==> src/rtl/pmpg_pkg.sv <==
package pmpg_pkg;

  localparam logic [11:0] SEC_CSR  = 12'h747;
  localparam logic [11:0] CFG_CSR0 = 12'h3A0;
  localparam logic [11:0] ADR_CSR0 = 12'h3B0;

  typedef enum logic [1:0] {
    AM_OFF   = 2'd0,
    AM_TOR   = 2'd1,
    AM_NA4   = 2'd2,
    AM_NAPOT = 2'd3
  } amode_e;

  localparam int B_R = 0;
  localparam int B_W = 1;
  localparam int B_X = 2;
  localparam int B_L = 7;

  // Lockdown permission table: returns {x,w,r} for the requesting side.
  function automatic logic [2:0] lockdown_perm(input logic [7:0] c, input logic for_m);
    logic [2:0] m_p, u_p;
    logic l;
    l = c[B_L];
    if (!c[B_R] && c[B_W]) begin
      if (!l) begin
        m_p = 3'b011;
        u_p = c[B_X] ? 3'b011 : 3'b001;
      end else begin
        m_p = c[B_X] ? 3'b101 : 3'b100;
        u_p = 3'b100;
      end
    end else if (l && c[B_R] && c[B_W] && c[B_X]) begin
      m_p = 3'b001;
      u_p = 3'b001;
    end else if (l) begin
      m_p = c[2:0];
      u_p = 3'b000;
    end else begin
      m_p = 3'b000;
      u_p = c[2:0];
    end
    return for_m ? m_p : u_p;
  endfunction

  function automatic logic type_ok(input logic [2:0] p, input logic [1:0] t);
    return (t == 2'd3) ? 1'b0 : p[t];
  endfunction

endpackage

==> src/rtl/pmpg_seccfg.sv <==
module pmpg_seccfg (
  input  logic       clk,
  input  logic       rst_n,
  input  logic       wr_en,
  input  logic [2:0] wbits,
  output logic       mml,
  output logic       mmwp,
  output logic       rlb
);
  logic mml_q, mmwp_q, rlb_q;
  logic mml_d, mmwp_d, rlb_d;

  always_comb begin
    mml_d  = mml_q  | wbits[0];
    mmwp_d = mmwp_q | wbits[1];
    rlb_d  = rlb_q  & wbits[2];
  end

  always_ff @(posedge clk or negedge rst_n) begin
    if (!rst_n) begin
      mml_q  <= 1'b0;
      mmwp_q <= 1'b0;
      rlb_q  <= 1'b1;
    end else if (wr_en) begin
      mml_q  <= mml_d;
      mmwp_q <= mmwp_d;
      rlb_q  <= rlb_d;
    end
  end

  assign mml  = mml_q;
  assign mmwp = mmwp_q;
  assign rlb  = rlb_q;
endmodule

==> src/rtl/pmpg_regs.sv <==
module pmpg_regs
  import pmpg_pkg::*;
#(
  parameter int N     = 16,
  parameter int WA_W  = 30,
  parameter int CSR_W = 32
) (
  input  logic                     clk,
  input  logic                     rst_n,
  input  logic                     wr_en,
  input  logic [11:0]              wr_addr,
  input  logic [CSR_W-1:0]         wr_data,
  input  logic                     rlb,
  output logic [N-1:0][7:0]        cfg,
  output logic [N-1:0][WA_W-1:0]   pa
);
  localparam int BPR = CSR_W / 8;

  for (genvar i = 0; i < N; i++) begin : g_ent
    localparam int REG  = i / BPR;
    localparam int LANE = i % BPR;
    logic [7:0]      c_q, c_d;
    logic [WA_W-1:0] a_q, a_d;
    logic            c_we, a_we, tor_lock;

    if (i < N - 1) begin : g_nb
      assign tor_lock = cfg[i+1][B_L] && (cfg[i+1][4:3] == AM_TOR);
    end else begin : g_last
      assign tor_lock = 1'b0;
    end

    assign c_we = wr_en && (wr_addr == CFG_CSR0 + 12'(REG)) && (rlb || !c_q[B_L]);
    assign a_we = wr_en && (wr_addr == ADR_CSR0 + 12'(i)) && (rlb || !(c_q[B_L] || tor_lock));

    always_comb begin
      c_d = {wr_data[LANE*8+7], 2'b00, wr_data[LANE*8 +: 5]};
      a_d = wr_data[WA_W-1:0];
    end

    always_ff @(posedge clk or negedge rst_n) begin
      if (!rst_n) begin
        c_q <= '0;
      end else if (c_we) begin
        c_q <= c_d;
      end
    end

    always_ff @(posedge clk or negedge rst_n) begin
      if (!rst_n) begin
        a_q <= '0;
      end else if (a_we) begin
        a_q <= a_d;
      end
    end

    assign cfg[i] = c_q;
    assign pa[i]  = a_q;
  end
endmodule

==> src/rtl/pmpg_match.sv <==
module pmpg_match
  import pmpg_pkg::*;
#(
  parameter int N    = 16,
  parameter int WA_W = 30
) (
  input  logic [N-1:0][7:0]      cfg,
  input  logic [N-1:0][WA_W-1:0] pa,
  input  logic [WA_W-1:0]        wa,
  output logic [N-1:0]           hit
);
  localparam logic [WA_W-1:0] ONE = WA_W'(1);

  for (genvar i = 0; i < N; i++) begin : g_m
    logic [WA_W-1:0] lo, care;
    logic            in_tor, in_na4, in_napot;

    if (i == 0) begin : g_first
      assign lo = '0;
    end else begin : g_rest
      assign lo = pa[i-1];
    end

    assign care     = ~(pa[i] ^ (pa[i] + ONE));
    assign in_tor   = (wa >= lo) && (wa < pa[i]);
    assign in_na4   = (wa == pa[i]);
    assign in_napot = ((wa & care) == (pa[i] & care));

    always_comb begin
      case (cfg[i][4:3])
        AM_TOR:   hit[i] = in_tor;
        AM_NA4:   hit[i] = in_na4;
        AM_NAPOT: hit[i] = in_napot;
        default:  hit[i] = 1'b0;
      endcase
    end
  end
endmodule

==> src/rtl/pmp_guard.sv <==
module pmp_guard
  import pmpg_pkg::*;
#(
  parameter int N_ENT  = 16,
  parameter int ADDR_W = 32,
  parameter int CSR_W  = 32
) (
  input  logic              clk,
  input  logic              rst_n,
  input  logic              csr_we,
  input  logic [11:0]       csr_addr,
  input  logic [CSR_W-1:0]  csr_wdata,
  input  logic [ADDR_W-1:0] acc_addr,
  input  logic [1:0]        acc_type,
  input  logic [1:0]        acc_priv,
  output logic              acc_allow,
  output logic              tlb_flush
);
  localparam int WA_W     = ADDR_W - 2;
  localparam int CFG_REGS = N_ENT / (CSR_W / 8);
  localparam int IDX_W    = $clog2(N_ENT);

  logic [1:0] rs_q;
  logic       rst_i_n;

  always_ff @(posedge clk or negedge rst_n) begin
    if (!rst_n) rs_q <= 2'b00;
    else        rs_q <= {rs_q[0], 1'b1};
  end
  assign rst_i_n = rs_q[1];

  logic                       sec_mml, sec_mmwp, sec_rlb, sec_we;
  logic [N_ENT-1:0][7:0]      cfg_w;
  logic [N_ENT-1:0][WA_W-1:0] pa_w;
  logic [N_ENT-1:0]           hit_w;

  assign sec_we = csr_we && (csr_addr == SEC_CSR);

  pmpg_seccfg u_sec (
    .clk(clk), .rst_n(rst_i_n), .wr_en(sec_we), .wbits(csr_wdata[2:0]),
    .mml(sec_mml), .mmwp(sec_mmwp), .rlb(sec_rlb)
  );

  pmpg_regs #(.N(N_ENT), .WA_W(WA_W), .CSR_W(CSR_W)) u_regs (
    .clk(clk), .rst_n(rst_i_n), .wr_en(csr_we), .wr_addr(csr_addr),
    .wr_data(csr_wdata), .rlb(sec_rlb), .cfg(cfg_w), .pa(pa_w)
  );

  pmpg_match #(.N(N_ENT), .WA_W(WA_W)) u_match (
    .cfg(cfg_w), .pa(pa_w), .wa(acc_addr[ADDR_W-1:2]), .hit(hit_w)
  );

  // Flush pulse
  logic prot_sel, flush_d, flush_q;
  assign prot_sel = (csr_addr == SEC_CSR)
                 || (csr_addr >= CFG_CSR0 && csr_addr < CFG_CSR0 + 12'(CFG_REGS))
                 || (csr_addr >= ADR_CSR0 && csr_addr < ADR_CSR0 + 12'(N_ENT));
  assign flush_d  = csr_we && prot_sel;

  always_ff @(posedge clk or negedge rst_i_n) begin
    if (!rst_i_n) flush_q <= 1'b0;
    else          flush_q <= flush_d;
  end
  assign tlb_flush = flush_q;

  // Priority decision
  logic [IDX_W-1:0] sel;
  logic             found, any_on, is_m, verdict;
  logic [7:0]       ent;

  always_comb begin
    sel    = '0;
    found  = 1'b0;
    any_on = 1'b0;
    for (int i = N_ENT - 1; i >= 0; i--) begin
      if (hit_w[i]) begin
        sel   = IDX_W'(i);
        found = 1'b1;
      end
      if (cfg_w[i][4:3] != AM_OFF) any_on = 1'b1;
    end
    ent  = cfg_w[sel];
    is_m = (acc_priv == 2'b11);
    if (!found)                   verdict = is_m ? !sec_mmwp : !any_on;
    else if (sec_mml)             verdict = type_ok(lockdown_perm(ent, is_m), acc_type);
    else if (is_m && !ent[B_L])   verdict = 1'b1;
    else                          verdict = type_ok(ent[2:0], acc_type);
  end

  assign acc_allow = verdict && (acc_type != 2'd3);

endmodule

==> config.mk <==
export PLATFORM = sky130hd
export DESIGN_NAME = pmp_guard
export DESIGN_NICKNAME = d
export VERILOG_FILES = /design/src/rtl/pmpg_pkg.sv /design/src/rtl/pmpg_seccfg.sv /design/src/rtl/pmpg_regs.sv /design/src/rtl/pmpg_match.sv /design/src/rtl/pmp_guard.sv
export SDC_FILE = /design/constraint.sdc
export NUM_CORES = 2
export LEC_CHECK = 0
export CAP_MARGIN = 5
export CORE_UTILIZATION = 55
export CTS_BUF_LIST = sky130_fd_sc_hd__clkbuf_4 sky130_fd_sc_hd__clkbuf_8
export DETAILED_ROUTE_END_ITERATION = 10
export PLACE_DENSITY = 0.71
export SLEW_MARGIN = 0
export SYNTH_ARGS = -nofsm -noshare
export SYNTH_HDL_FRONTEND = slang
export SYNTH_SLANG_ARGS = --single-unit
==> constraint.sdc <==
create_clock -name clk -period 23.5 [get_ports clk]
set_input_delay 4.7 -clock clk [delete_from_list [all_inputs] [get_ports clk]]
set_output_delay 4.7 -clock clk [all_outputs]
set_load 0.02 [all_outputs]
==> flow_summary.json <==
{
  "synth_compound_gate_area_share_pct": 11.23,
  "grt-ovfl-total": 0,
  "path_class": "input port to primary output",
  "timing.final.max_slew_violations": 0,
  "worstSetupStartpointType": "input port",
  "synthesis.instances": 6626,
  "cp_slowest_stage_delay_ns": 0.83,
  "layout.nets": 7695,
  "hold_path_startpoint": "rs_q[0]$_DFF_PN0_",
  "max_clock_freq_mhz": 58.28,
  "worst_path_most_repeated_cell": "sky130_fd_sc_hd__buf_4",
  "antenna_left": 0,
  "cp_data_arrival_time_ns": 12.46,
  "fp.dieArea_mm2": 0.1011,
  "number_of_antenna_violations_at_the_first_check_in_global_routing": 12,
  "num_io_pins": 85,
  "max_cap_violations": 0,
  "initial_core_util_pct": 55.64,
  "yosys.area_share.adder_pct": 21.58,
  "global_route_usage_over_all_layers_pct": 36.79,
  "yosys.area_share.xor_xnor_pct": 14.66,
  "ys.warnings.count": 0,
  "grt_pass1_vias": 46860,
  "status": "finished clean",
  "clockBufferDepth": 3,
  "clk_pin_slew_ns": 0.06,
  "timing.clock.skew_ns": 0.03413,
  "cts_hold_repair.buffers": 0,
  "layout-drive-gt1-share_pct": 6.576,
  "finalCoreUtilization_pct": 60.01,
  "worst_slack_placed_ns": 6.638,
  "layout-area-overhead-vs-synth_pct": 7.860,
  "setup_violations": 0,
  "tns_ns": 0,
  "grt_max_degree": 162,
  "buffer_ports.inserted": 81,
  "final_cell_mix": "sky130_fd_sc_hd__nand2_1, sky130_fd_sc_hd__ha_1, sky130_fd_sc_hd__xor2_1",
  "hold_viol": 0,
  "vias_per_cell": 6.111,
  "postCtsResizedCells": 0,
  "placement_rows": 115,
  "syn_area_per_cell_um2": 8.288,
  "synthArstFlopShare_pct": 100.0,
  "clock_sinks": 582,
  "ir_worst_vdd_uv": 50.69,
  "syn_area_mm2": 0.05492,
  "core_footprint_mm2": 0.09871,
  "slew_headroom_pct": 9.800,
  "detail_route.drc_violations": 0,
  "synthMuxAreaShare_pct": 2.028,
  "layout_setup_ws_ns": 6.342,
  "place_hpwl_um": 125000,
  "layout.cells.most_common": "sky130_fd_sc_hd__nand2_1",
  "net_count_of_the_mapped_netlist": 7656,
  "cellLeakagePower_nw": 29.45,
  "seq_area_frac_synth_pct": 26.52,
  "drt-wirelength-per-cell_um": 23.41,
  "grt_first_pass_wirelength_um": 281700,
  "chipHeight_um": 318.0,
  "min-delay-path-class": "flip-flop to flip-flop",
  "crit_slowest_cell": "sky130_fd_sc_hd__nor3_1",
  "fin_crit_sh_pct": 73.01,
  "synth_top_family_by_area": "adder cells",
  "clk_root_buffer_cell": "sky130_fd_sc_hd__clkbuf_8",
  "synth.ff_latch_count": 582,
  "r2r_start": "rs_q[1]$_DFF_PN0_",
  "latest_clock_arrival_within_the_worst_skew_pair_ns": 0.81,
  "synth_ff_type": "sky130_fd_sc_hd__dfrtp_1",
  "tritoncts": "yes",
  "number_of_enable_flip_flop_cells_after_synthesis": 0,
  "critPathCaptureType": "primary output",
  "cts_max_level": 3,
  "cp.required_ns": 18.80,
  "dr_total_vias": 49200,
  "timing.critical_path.fanout_max": 17,
  "finalWeightedCongestion": 0.9531,
  "drt_pre_antenna_iters": 8,
  "post-cts-setup-buffers": 0,
  "worstMarginPinSlew_ns": 1.341,
  "rsz0062_at_grt": "no",
  "report.power.total_mw": 2.807,
  "synthSimpleGateAreaFrac_pct": 18.12,
  "crit_path_start": "acc_addr[20]",
  "wirelength_um": 188500,
  "power-per-cell-area_mw_per_mm2": 47.38,
  "crit_path_cell_trace": "buf_2, buf_4, ha_1, o21ai_0, nand2b_1, a31o_2, a311oi_1, a21oi_1, nor3_1, and2_1, o211ai_2, a21boi_2, buf_4, mux2_1, o221ai_1, o21ba_1, nor2_1, a31oi_1, o311a_1, a311oi_2, clkdlybuf4s50_1",
  "minimum_period_implied_by_the_final_worst_setup_slack_ns": 17.16,
  "total_clock_buffers_created_by_cts": 109,
  "post_synth_num_cell_types": 93,
  "chipWidth_um": 318.0,
  "drt_iter0_drcs": 4666
}
per-stage QoR:
step	std cells	hold WS (ns)	area [um2]
after floorplan	6626	0.3312	54920
after global placement	7841	0.3346	56830
after detailed placement	7841	0.3389	56830
after CTS	8039	0.3526	59200
after global routing	8044	0.3575	59220
final	8051	0.3483	59230
registers in the layout (all words and copies together), names as in the netlist:
register and cells:
tlb_flush 1, u_sec.mmwp 1, rs_q 2, u_sec.mml 1, u_regs.g_ent.a_q 480, u_sec.rlb 1, u_regs.g_ent.c_q 96
kinds of logic (layout without fill, tap and decap cells):
family | after synthesis | count (layout)
AOI/OAI and AO/OA | 1039 | 1039
xor gates and xnor gates | 919 | 919
adders and majority gates | 947 | 947
buffers and inverters | 851 | 977
DFF | 582 | 582
muxes | 101 | 101
other | 1 | 13
and+or+nand+nor | 2186 | 2186
worst max-delay path, delay by kind of cell:
| kind | cells | cell delay (ns) |
|---|---|---|
| fa+ha+maj | 1 | 0.30 |
| compound gates | 11 | 3.36 |
| buf+inv | 4 | 2.25 |
| simple gates | 4 | 1.41 |
| mux | 1 | 0.40 |
cell type report:
cell class,count,area (um2)
Timing Repair Buffer,152,1061
Antenna cell,12,30.03
Multi-Input combinational cell,5193,37230
Clock buffer,166,2110
Fill cell,8850,39470
Tap cell,1287,1610
Inverter,627,2354
Clock inverter,32,266.5
Sequential cell,582,14570
worst paths after layout:
kind                                                       end  slack [ns]  depth (start not counted)
setup / recovery                                     acc_allow        6.34                         21
hold / removal                               rs_q[1]$_DFF_PN0_        0.35                          0
setup reg to reg            u_regs.g_ent[0].a_q[3]$_DFFE_PN0P_       19.90                          3
hold reg to reg                              rs_q[1]$_DFF_PN0_        0.35                          0
max in group asynchronous                    rs_q[1]$_DFF_PN0_       19.29                          1
min in group asynchronous  u_regs.g_ent[4].a_q[25]$_DFFE_PN0P_        0.39                          0
report_power, final:
part	switching, mW	internal (mW)
combinational	0.424	0.253
sequential	0.0125	1.01
clock	0.503	0.605
total	0.939	1.87
cell usage after synthesis, types with 35 or more instances:
cell	n	area, um2
sky130_fd_sc_hd__or3_1	39	244.0
sky130_fd_sc_hd__and3_1	35	219.0
sky130_fd_sc_hd__nand3_1	222	1111
sky130_fd_sc_hd__a21oi_1	181	905.9
sky130_fd_sc_hd__o21ai_0	575	2878
sky130_fd_sc_hd__mux2_2	72	810.8
sky130_fd_sc_hd__clkbuf_1	217	814.5
sky130_fd_sc_hd__a21o_1	45	337.8
sky130_fd_sc_hd__nor4_1	111	694.4
sky130_fd_sc_hd__a211oi_1	37	277.8
sky130_fd_sc_hd__nor3_1	100	500.5
sky130_fd_sc_hd__nor2_1	165	619.3
sky130_fd_sc_hd__dfrtp_1	581	14540
sky130_fd_sc_hd__xor2_1	692	6061
sky130_fd_sc_hd__inv_1	626	2350
sky130_fd_sc_hd__nand4_1	215	1345
sky130_fd_sc_hd__nand2_1	1195	4486
sky130_fd_sc_hd__ha_1	947	11850
sky130_fd_sc_hd__xnor2_1	227	1988
metal layers:
metal / vias to the layer above / GRT usage (%) / wire, um
li1: 22830 / - / -
met1: 23590 / 48.64 / 76950
met5: - / 0 / 21
met2: 2250 / 57.58 / 82000
met3: 526 / 6.642 / 19010
met4: 4 / 18.62 / 10490
Power figures use the tool's default switching activity.
